**src/rtl/sir_baud_pkg.sv**
```systemverilog
package sir_baud_pkg;

  typedef enum logic [1:0] {
    TO_OFF   = 2'd0,
    TO_SHORT = 2'd1,
    TO_LONG  = 2'd2,
    TO_RSVD  = 2'd3
  } to_sel_e;

  // count value that gives the requested bit rate
  function automatic int unsigned count_for_baud(input int unsigned clk_hz,
                                                 input int unsigned pre_div,
                                                 input int unsigned os_ratio,
                                                 input int unsigned baud);
    return clk_hz / pre_div / os_ratio / baud - 1;
  endfunction

  // clocks between oversampling ticks for a given count
  function automatic int unsigned os_period(input int unsigned pre_div,
                                            input int unsigned cnt);
    return pre_div * (cnt + 1);
  endfunction

endpackage

```
**src/rtl/sir_prescaler.sv**
```systemverilog
module sir_prescaler #(
  parameter int unsigned PRE_DIV = 26
) (
  input  logic clk,
  input  logic rst_n,
  output logic pre_en
);
  localparam int unsigned PW = (PRE_DIV > 1) ? $clog2(PRE_DIV) : 1;
  localparam logic [PW-1:0] LAST = PW'(PRE_DIV - 1);

  logic [PW-1:0] pcnt;

  assign pre_en = (pcnt == LAST);

  always_ff @(posedge clk or negedge rst_n) begin
    if (!rst_n)      pcnt <= '0;
    else if (pre_en) pcnt <= '0;
    else             pcnt <= pcnt + 1'b1;
  end

  // enable never on two adjacent cycles, counter stays in range
  p_pre_spacing_r1: assert property (@(posedge clk) disable iff (!rst_n)
    pre_en |=> !pre_en);
  p_pre_range_r1: assert property (@(posedge clk) disable iff (!rst_n)
    pcnt <= LAST);
endmodule

```
**src/rtl/sir_rate_div.sv**
```systemverilog
module sir_rate_div #(
  parameter int unsigned CNT_W    = 6,
  parameter int unsigned OS_RATIO = 16,
  parameter logic [CNT_W-1:0] DEF_CNT = 6'd11
) (
  input  logic             clk,
  input  logic             rst_n,
  input  logic             pre_en,
  input  logic             set_req,
  input  logic [CNT_W-1:0] set_val,
  output logic             os_tick,
  output logic             bit_tick,
  output logic [CNT_W-1:0] active_cnt
);
  localparam int unsigned SW = $clog2(OS_RATIO);
  localparam logic [SW-1:0] SUB_LAST = SW'(OS_RATIO - 1);

  logic [CNT_W-1:0] dcnt;
  logic [CNT_W-1:0] pend;
  logic             pend_v;
  logic [SW-1:0]    sub;
  logic             reload_evt;
  logic             bit_evt;
  logic [CNT_W-1:0] next_val;

  assign reload_evt = pre_en && (dcnt == '0);
  assign bit_evt    = reload_evt && (sub == SUB_LAST);

  always_comb begin
    if (set_req)     next_val = set_val;
    else if (pend_v) next_val = pend;
    else             next_val = active_cnt;
  end

  // staged value, held until the next reload
  always_ff @(posedge clk or negedge rst_n) begin
    if (!rst_n) begin
      pend   <= DEF_CNT;
      pend_v <= 1'b0;
    end else if (reload_evt) begin
      pend_v <= 1'b0;
    end else if (set_req) begin
      pend   <= set_val;
      pend_v <= 1'b1;
    end
  end

  always_ff @(posedge clk or negedge rst_n) begin
    if (!rst_n) begin
      dcnt       <= DEF_CNT;
      active_cnt <= DEF_CNT;
    end else if (reload_evt) begin
      dcnt       <= next_val;
      active_cnt <= next_val;
    end else if (pre_en) begin
      dcnt <= dcnt - 1'b1;
    end
  end

  always_ff @(posedge clk or negedge rst_n) begin
    if (!rst_n)          sub <= '0;
    else if (reload_evt) sub <= (sub == SUB_LAST) ? '0 : sub + 1'b1;
  end

  always_ff @(posedge clk or negedge rst_n) begin
    if (!rst_n) begin
      os_tick  <= 1'b0;
      bit_tick <= 1'b0;
    end else begin
      os_tick  <= reload_evt;
      bit_tick <= bit_evt;
    end
  end

  // an oversampling tick follows a prescaler enable
  p_tick_after_pre_r1: assert property (@(posedge clk) disable iff (!rst_n)
    os_tick |-> $past(pre_en));
  // bit tick only together with an oversampling tick
  p_bit_in_os_r2: assert property (@(posedge clk) disable iff (!rst_n)
    bit_tick |-> os_tick);
  // the count in use moves only at a reload
  p_cnt_at_reload_r4: assert property (@(posedge clk) disable iff (!rst_n)
    !$stable(active_cnt) |-> os_tick);
  // the running counter never exceeds the count in use
  p_dcnt_bound_r4: assert property (@(posedge clk) disable iff (!rst_n)
    dcnt <= active_cnt);
endmodule

```
**src/rtl/sir_rx_timeout.sv**
```systemverilog
module sir_rx_timeout #(
  parameter int unsigned SHORT_BITS = 4,
  parameter int unsigned LONG_BITS  = 8
) (
  input  logic       clk,
  input  logic       rst_n,
  input  logic [1:0] sel,
  input  logic       bit_tick,
  input  logic       rx_line,
  output logic       fire
);
  import sir_baud_pkg::*;
  localparam int unsigned TW = $clog2(LONG_BITS + 1);

  logic          rx_prev;
  logic          armed;
  logic [TW-1:0] tcnt;
  logic [TW-1:0] thr;
  logic          start_evt;
  logic          hit;

  always_comb begin
    case (to_sel_e'(sel))
      TO_SHORT: thr = TW'(SHORT_BITS);
      TO_LONG:  thr = TW'(LONG_BITS);
      default:  thr = '0;
    endcase
  end

  assign start_evt = rx_prev && !rx_line;
  assign hit = armed && rx_line && bit_tick && (thr != '0) && (tcnt == thr - 1'b1);

  always_ff @(posedge clk or negedge rst_n) begin
    if (!rst_n) begin
      rx_prev <= 1'b1;
      armed   <= 1'b0;
      tcnt    <= '0;
      fire    <= 1'b0;
    end else begin
      rx_prev <= rx_line;
      fire    <= hit;
      if (thr == '0) begin
        armed <= 1'b0;
        tcnt  <= '0;
      end else if (start_evt) begin
        armed <= 1'b1;
        tcnt  <= '0;
      end else if (hit) begin
        armed <= 1'b0;
        tcnt  <= '0;
      end else if (armed && !rx_line) begin
        tcnt <= '0;
      end else if (armed && bit_tick) begin
        tcnt <= tcnt + 1'b1;
      end
    end
  end

  // the event lasts one cycle and follows a bit tick
  p_fire_single_r6: assert property (@(posedge clk) disable iff (!rst_n)
    fire |=> !fire);
  p_fire_after_bit_r6: assert property (@(posedge clk) disable iff (!rst_n)
    fire |-> $past(bit_tick));
  // a disabled stage stays disarmed
  p_off_idle_r7: assert property (@(posedge clk) disable iff (!rst_n)
    (sel == 2'd0) |=> !fire);
endmodule

```
**src/rtl/sir_baud_gen.sv**
```systemverilog
module sir_baud_gen #(
  parameter int unsigned CLK_HZ     = 48000000,
  parameter int unsigned PRE_DIV    = 26,
  parameter int unsigned OS_RATIO   = 16,
  parameter int unsigned CNT_W      = 6,
  parameter int unsigned DEF_BAUD   = 9600,
  parameter int unsigned SHORT_BITS = 4,
  parameter int unsigned LONG_BITS  = 8
) (
  input  logic             clk,
  input  logic             rst_n,
  input  logic             wr_en,
  input  logic             wr_sel,
  input  logic [15:0]      wr_data,
  input  logic             rx_line,
  output logic             os_tick,
  output logic             bit_tick,
  output logic             rx_timeout,
  output logic [CNT_W-1:0] active_cnt,
  output logic [1:0]       to_sel
);
  import sir_baud_pkg::*;
  localparam logic [CNT_W-1:0] DEF_CNT =
    CNT_W'(count_for_baud(CLK_HZ, PRE_DIV, OS_RATIO, DEF_BAUD));
  localparam int unsigned TO_LSB = 8;

  logic             pre_en;
  logic             rate_wr;
  logic             cfg_wr;
  logic             set_req;
  logic [CNT_W-1:0] set_val;
  logic [1:0]       sel_in;

  assign rate_wr = wr_en && !wr_sel;
  assign cfg_wr  = wr_en &&  wr_sel;
  assign sel_in  = wr_data[TO_LSB+1:TO_LSB];

  // software write wins over the restore requested by a timeout
  assign set_req = rate_wr || rx_timeout;
  assign set_val = rate_wr ? wr_data[CNT_W-1:0] : DEF_CNT;

  always_ff @(posedge clk or negedge rst_n) begin
    if (!rst_n)                              to_sel <= TO_OFF;
    else if (cfg_wr && sel_in != TO_RSVD)    to_sel <= sel_in;
  end

  sir_prescaler #(.PRE_DIV(PRE_DIV)) u_pre (
    .clk(clk), .rst_n(rst_n), .pre_en(pre_en));

  sir_rate_div #(.CNT_W(CNT_W), .OS_RATIO(OS_RATIO), .DEF_CNT(DEF_CNT)) u_div (
    .clk(clk), .rst_n(rst_n), .pre_en(pre_en),
    .set_req(set_req), .set_val(set_val),
    .os_tick(os_tick), .bit_tick(bit_tick), .active_cnt(active_cnt));

  sir_rx_timeout #(.SHORT_BITS(SHORT_BITS), .LONG_BITS(LONG_BITS)) u_to (
    .clk(clk), .rst_n(rst_n), .sel(to_sel), .bit_tick(bit_tick),
    .rx_line(rx_line), .fire(rx_timeout));

  // the reserved selector code is never held
  p_sel_legal_r5: assert property (@(posedge clk) disable iff (!rst_n)
    to_sel != 2'd3);
  // the selector changes only through a configuration write
  p_sel_by_write_r5: assert property (@(posedge clk) disable iff (!rst_n)
    !$stable(to_sel) |-> $past(cfg_wr));
endmodule

```
**config.mk**
```make
export PLATFORM = sky130hd
export DESIGN_NAME = sir_baud_gen
export DESIGN_NICKNAME = d
export VERILOG_FILES = /design/src/rtl/sir_baud_pkg.sv /design/src/rtl/sir_prescaler.sv /design/src/rtl/sir_rate_div.sv /design/src/rtl/sir_rx_timeout.sv /design/src/rtl/sir_baud_gen.sv
export SDC_FILE = /design/constraint.sdc
export NUM_CORES = 1
export LEC_CHECK = 0
export BUFFER_PORTS_ARGS = -buffer_cell sky130_fd_sc_hd__buf_2
export CAP_MARGIN = 30
export CELL_PAD_IN_SITES_DETAIL_PLACEMENT = 1
export CELL_PAD_IN_SITES_GLOBAL_PLACEMENT = 2
export CORE_ASPECT_RATIO = 1.5
export CORE_MARGIN = 2
export CORE_UTILIZATION = 38
export CTS_BUF_LIST = sky130_fd_sc_hd__clkbuf_2
export CTS_CLUSTER_SIZE = 14
export DETAILED_ROUTE_END_ITERATION = 6
export HOLD_SLACK_MARGIN = 0.15
export PLACE_DENSITY_LB_ADDON = 0.1
export SYNTH_ARGS = -nofsm -noshare
export SYNTH_HDL_FRONTEND = slang
export SYNTH_HIERARCHICAL = 1
export SYNTH_SLANG_ARGS = --single-unit
```
**constraint.sdc**
```tcl
create_clock -name clk -period 2.6 [get_ports clk]
set_input_delay 0.52 -clock clk [delete_from_list [all_inputs] [get_ports clk]]
set_output_delay 0.52 -clock clk [all_outputs]
set_load 0.005 [all_outputs]
```
# Yosys cells after proc, flatten, opt, wreduce, memory -nomap -nowiden
# Cells that the tools add are included.
[totals]
ff_bits = 39
input_bits = 21
output_inout_bits = 11
[op_classes]
add_sub_neg = 5
n_eq_ne = 6
muxes = 18
bitwise = 1
n_reduce_logical = 23
[ops]
columns = ["cell", "count"]
rows = [
  ["$mux W6", 5],
  ["$mux W4", 6],
  ["$logic_and A1 B1 Y1", 12],
  ["$add A4 B1 Y4 const B", 2],
  ["$pmux W4 S2", 1],
  ["$logic_not A6 Y1", 1],
  ["$sub A6 B1 Y6 const B", 1],
  ["$add A5 B1 Y5 const B", 1],
  ["$eq A5 B5 Y1 const B", 1],
  ["$mux W1", 5],
  ["$mux W5", 1],
  ["$reduce_bool A5 Y1", 1],
  ["$eq A4 B4 Y1", 1],
  ["$eq A4 B4 Y1 const B", 1],
  ["$logic_not A4 Y1", 1],
  ["$reduce_bool A2 Y1", 2],
  ["$reduce_bool A4 Y1", 1],
  ["$sub A4 B1 Y4 const B", 1],
  ["$reduce_bool A3 Y1", 1],
  ["$eq A2 B1 Y1 const B", 1],
  ["$eq A2 B2 Y1 const B", 1],
  ["$logic_not A1 Y1", 2],
  ["$ne A2 B2 Y1 const B", 1],
  ["$reduce_and A2 Y1", 1],
  ["2 further kinds", 2],
]

# Depth between registers and ports, before layout
[logic_depth]
depth_word = 8
depth_mapped = 8
mapped_depth_nobuf = 7

# Modules after synthesis
# The synthesis kept the hierarchy.
[by_module_without_submodules]
columns = ["mod", "instances", "cells_each", "area_per_inst_um2", "seq_area_each_um2"]
rows = [
  ["sir_rate_div", 1, 113, 1296.2, 636.9],
  ["sir_rx_timeout", 1, 31, 349.1, 176.4],
  ["sir_prescaler", 1, 24, 266.5, 125.1],
  ["sir_baud_gen", 1, 15, 140.1, 50.0],
]

# Worst setup path after synthesis
# OpenSTA, ideal clock, no wires.
[synth_timing]
path_type = "reg2reg"
startpoint = "reg u_pre.pcnt[1]"
endpoint = "reg u_div.active_cnt[2]"
setup_time_ps = 125
arrival_ps = 1900
t_required_ps = 2475
setup_slack_ps = 576
path_stages_with_launch = 9
period_less_slack_ps = 2024
path_cell_list = "dfrtp_1 -> inv_1 -> ha_1 -> and4b_1 -> clkdlybuf4s15_2 -> and3b_1 -> nand2_2 -> inv_2 -> mux2_2"
[synth_between]
elab_chain_len = 2
[synth_rtl]
columns = ["item", "line_no", "text"]
rows = [
  ["from (decl)", "sir_prescaler.sv:11", "logic [PW-1:0] pcnt;"],
  ["from (signal assigned)", "sir_prescaler.sv:18", "else pcnt <= pcnt + 1'b1;"],
  ["$eq A5 B5 Y1", "sir_prescaler.sv:13", "assign pre_en = (pcnt == LAST);"],
  ["named net pre_en", "sir_baud_gen.sv:27", "logic pre_en;"],
  ["$logic_and A1 B1 Y1", "sir_rate_div.sv:26", "assign reload_evt = pre_en && (dcnt == '0);"],
  ["named net u_div.reload_evt", "sir_rate_div.sv:22", "logic reload_evt;"],
  ["to (signal assigned)", "sir_rate_div.sv:54", "active_cnt <= next_val;"],
  ["to (decl)", "sir_rate_div.sv:13", "output logic [CNT_W-1:0] active_cnt"],
]
# The timed path passes the listed nets, and every way through them passes these cells.
# A chain may end at the register's enable or synchronous reset.

# Final worst setup path
[layout_timing]
startpoint = "reg u_pre.pcnt[1]"
endpoint = "reg u_div.active_cnt[4]"
# The elaborated chain is that of the path after synthesis.

==> reports/summary.md <==
Endpoint class of the critical path: a register. Ranked by total cell area, the synthesized netlist is headed by sky130_fd_sc_hd__dfrtp_1 35%, sky130_fd_sc_hd__dfstp_2 13%, sky130_fd_sc_hd__mux2_2 7.1%. The fraction of registers with async set/reset came out at 100%. By count the netlist is led by 29 x sky130_fd_sc_hd__dfrtp_1, 13 x sky130_fd_sc_hd__mux2_2. Setup repair after global routing left no endpoint under its margin. Synthesis produced a netlist whose cell count is 183. Setup violations remaining at the end of the flow were counted as 0.

The relative area change from synthesis to final layout was 12.0%; the distinct cell type count of the synthesized netlist was 55. The number of DRC markers after the initial detailed-route iteration was 28; the total number of H-tree levels was 2. Synthesis produced a netlist with a net count of 210. Counting every sink on the clock net gives 39. Dividing the detail-routed wire length by the instance count gives 17.4 µm. The synthesized design contains 39 register bits.

For the total global routing overflow, the log shows 0. The sequential share of power is 63.1%, and the largest buffer count on any clock path is 2. The switching part of the total is 27.4%, and the die boundary height is 94 µm.

The final period utilization came out at 85.2%. The buffer cell driving the clock tree root was sky130_fd_sc_hd__clkbuf_2. The wire length of the first global-routing pass is 8.22 mm, and the post-layout utilization of the core is 44.5%.

During I/O placement, the number of pins put on the boundary was 32. The run gives 0 ns as the final-layout setup total negative slack. Registers take 988 µm². At the worst endpoint, the required time is 2.89 ns.

The number of gates given a new drive strength after cts was 0. For the number of nets in the finished design, the log shows 241. Once the floorplan was initialized, standard cells occupied 39.7% of the core. Yosys printed 6 warnings. For the number of inserted filler cells in the final layout, the log shows 592. The combined buffer and inverter count along the critical path came out at 2. Summing every instance area after synthesis gives 2050 µm². Data on the critical path arrives at its endpoint at 2.51 ns. The tools report the total wire length after detailed routing as 4.92 mm. The setup path with the least slack is of type register to register.

Hold-fix buffer count after cts: 0. With fillers left out, the area of the finished cells amounts to 2300 µm². Global routing consumed, over all layers together, 18.2% of the routing resources. At the pin with the least slew margin, the transition time is 0.891 ns. Dividing the detail-routed via count by the number of cells gives 5.41. In this run the standard cell core region covers 5160 µm². The share of total power dissipated in the clock network is 25.6%. The flow ran to the end, and the final reports show no timing, DRC or antenna violations.

The worst clock skew was 0.0193 ns; the number of max-slew violations in the final report was 0. In this run the static leakage power is 1.06 nW. The clock transition at the registers of the reported paths was 0.21 ns. The highest-delay cell along the critical path was sky130_fd_sc_hd__dfrtp_1. Walking the worst path, the cells encountered are inv_1 > ha_1 > and4b_1 > and3b_1 > nand2_2 > inv_2 > mux2_2.

The via count of the first global-routing pass was 1656. The repair_antennas step left the layout with diodes totalling 0. The portion of synthesized cell area occupied by the leading cell type works out to 35.4%. For the detailed-routing iteration count for the pre-antenna-repair pass, the log shows 4. Once detailed placement completed, the half-perimeter wirelength came to 3.78 mm.

Main flop type after synthesis: sky130_fd_sc_hd__dfrtp_1. The power consumption came out at 1.02 mW. The number of port buffers is 23. The final number of hold-violating endpoints was 0; the worst voltage drop across the vdd grid was 0.222 mV. The floorplan has 32 rows. Clock latency on the worst-skew pair, taken at its later pin, is 0.39 ns. The internal portion of the total power is 0.742 mW. Nature of the critical path startpoint: a register. Buffers added to address setup during post-CTS repair amount to 0. The average instance area after synthesis is 11.2 µm², and the switching power summed over all nets is 0.280 mW.

The number of enable-type register cells in the synthesized netlist came out at 0. Yosys instantiated no cell more often than sky130_fd_sc_hd__dfrtp_1. Entering global routing, the biggest net connects 40 pins.

The count of nets left with antenna violations once routing finished came out at 0. In this design, the stage delay of the slowest critical-path cell is 0.45 ns. Among cell families on the critical path, the largest total delay comes from simple AND/OR/NAND/NOR gates. Per report_power, the combinational group accounts for 11.3% of the total. The detailed router placed 1530 vias in this run. Based on the critical path, the design can be clocked at up to 0.452 GHz. The multi-input combinational cells in the finished layout cover a total of 997 µm².

The logs give 48.2% for the fraction of the yosys area taken by sequential cells and 0 for the initial antenna violation count. Cell type with the largest total area after synthesis: sky130_fd_sc_hd__dfrtp_1. The final weighted congestion in routability-driven placement was 0.769; the clock period minus worst slack was 2.21 ns. From left edge to right edge, the die measures 64 µm. Clock tree synthesis inserted a total of 5 buffers. Measured against its own limit, the worst slew margin works out to 40.6%. The path class of the tightest hold or removal check is primary input to async pin.

Cells with a size suffix above 1 make up 31.6% of the layout. The number of DRC violations after detailed routing was 0. For the number of maximum-capacitance violations, the log shows 0. The tools report the area of placed instances as 2260 µm². TritonCTS built the clock tree.

In this run the worst path has a maximum fanout of 10. The tools report the area of the die as 6020 µm². In this run the power density over the cells is 445 nW/µm².
[layer usage]
layer  GRT usage [%]  vias up  part of all wire [%]
li1                -      734                     -
met1            18.6      769                    37
met2            36.4       21                    59
met3            3.60        6                   2.3
met4            4.89        0                   1.3
met5               0        -                     0
[stage by stage]
step,worst slack (ns),std cells,hold WS (ns)
6_report,0.386,283,0.210
5_1_grt,0.258,283,0.188
4_1_cts,0.370,283,0.221
3_5_place_dp,0.402,275,0.493
3_3_place_gp,0.488,275,0.472
2_1_floorplan,0.576,183,0.224
[final cells by class]
| type | instances | area share [%] |
|---|---|---|
| clock buffers | 5 | 1.09 |
| clock inverters | 3 | 0.654 |
| inverters | 9 | 1.47 |
| multi-input cells | 131 | 43.4 |
| flip-flops and latches | 39 | 43.0 |
| well taps | 68 | 3.70 |
| repair buffers | 28 | 6.64 |
[final timing paths]
check                      depth (start not counted)  slack (ns)             endpoint                start
setup / recovery                                   7        0.39  u_div/active_cnt[4]        u_pre/pcnt[1]
hold / removal                                     1        0.21            u_to/fire                rst_n
setup reg to reg                                   7        0.39  u_div/active_cnt[4]        u_pre/pcnt[1]
hold reg to reg                                    2        0.51  u_div/active_cnt[1]  u_div/active_cnt[1]
max in group asynchronous                          1        1.82         u_div/sub[0]                rst_n
min in group clk                                   1        0.24         u_to/rx_prev              rx_line
[logic make-up (layout without fill, tap and decap cells)]
kind of cell / count (synthesis) / after routing / share of synthesized area [%]
xor gates and xnor gates: 4 / 4 / 1.71
adders and majority gates: 6 / 6 / 3.66
DFF: 39 / 39 / 48.2
AOI/OAI and AO/OA: 40 / 40 / 14.8
muxes: 19 / 19 / 10.1
and+or+nand+nor: 62 / 62 / 18.4
buffers and inverters: 13 / 45 / 3.23
[flip-flops by register name, summed over array words and instances (netlist names), 2 cells and up]
signal,flops
u_div/sub,4
u_div/active_cnt,6
u_pre/pcnt,5
to_sel,2
u_div/pend,6
u_to/tcnt,4
u_div/dcnt,6
[placed cells by master, fill, tap and decap left out, types with 3 or more instances in the layout]
cell	Yosys	layout
sky130_fd_sc_hd__buf_2	2	23
sky130_fd_sc_hd__dfstp_2	10	10
sky130_fd_sc_hd__o21ai_0	10	10
sky130_fd_sc_hd__nand3_1	5	5
sky130_fd_sc_hd__and4b_1	3	3
sky130_fd_sc_hd__and2_1	4	4
sky130_fd_sc_hd__buf_4	0	5
sky130_fd_sc_hd__mux2i_1	6	6
sky130_fd_sc_hd__a21oi_1	4	4
sky130_fd_sc_hd__nor2_1	10	10
sky130_fd_sc_hd__ha_1	6	6
sky130_fd_sc_hd__dfrtp_1	29	29
sky130_fd_sc_hd__and3b_1	3	3
sky130_fd_sc_hd__xnor2_1	3	3
sky130_fd_sc_hd__inv_1	8	8
sky130_fd_sc_hd__nor3_1	4	4
sky130_fd_sc_hd__nand2_1	10	10
sky130_fd_sc_hd__clkbuf_2	0	5
sky130_fd_sc_hd__nand2b_1	7	7
sky130_fd_sc_hd__mux2_2	13	13
sky130_fd_sc_hd__clkinv_2	0	3
[power groups by stage]
stage	registers (mW)	clock network (mW)	logic (mW)
final	0.645	0.262	0.116
after detailed placement	0.656	0	0.119
after global routing	0.649	0.304	0.130
after floorplan	0.651	0	0.0707
after CTS	0.646	0.279	0.120
after global placement	0.654	0	0.114
Note: power is estimated with default switching activity, not from simulation.
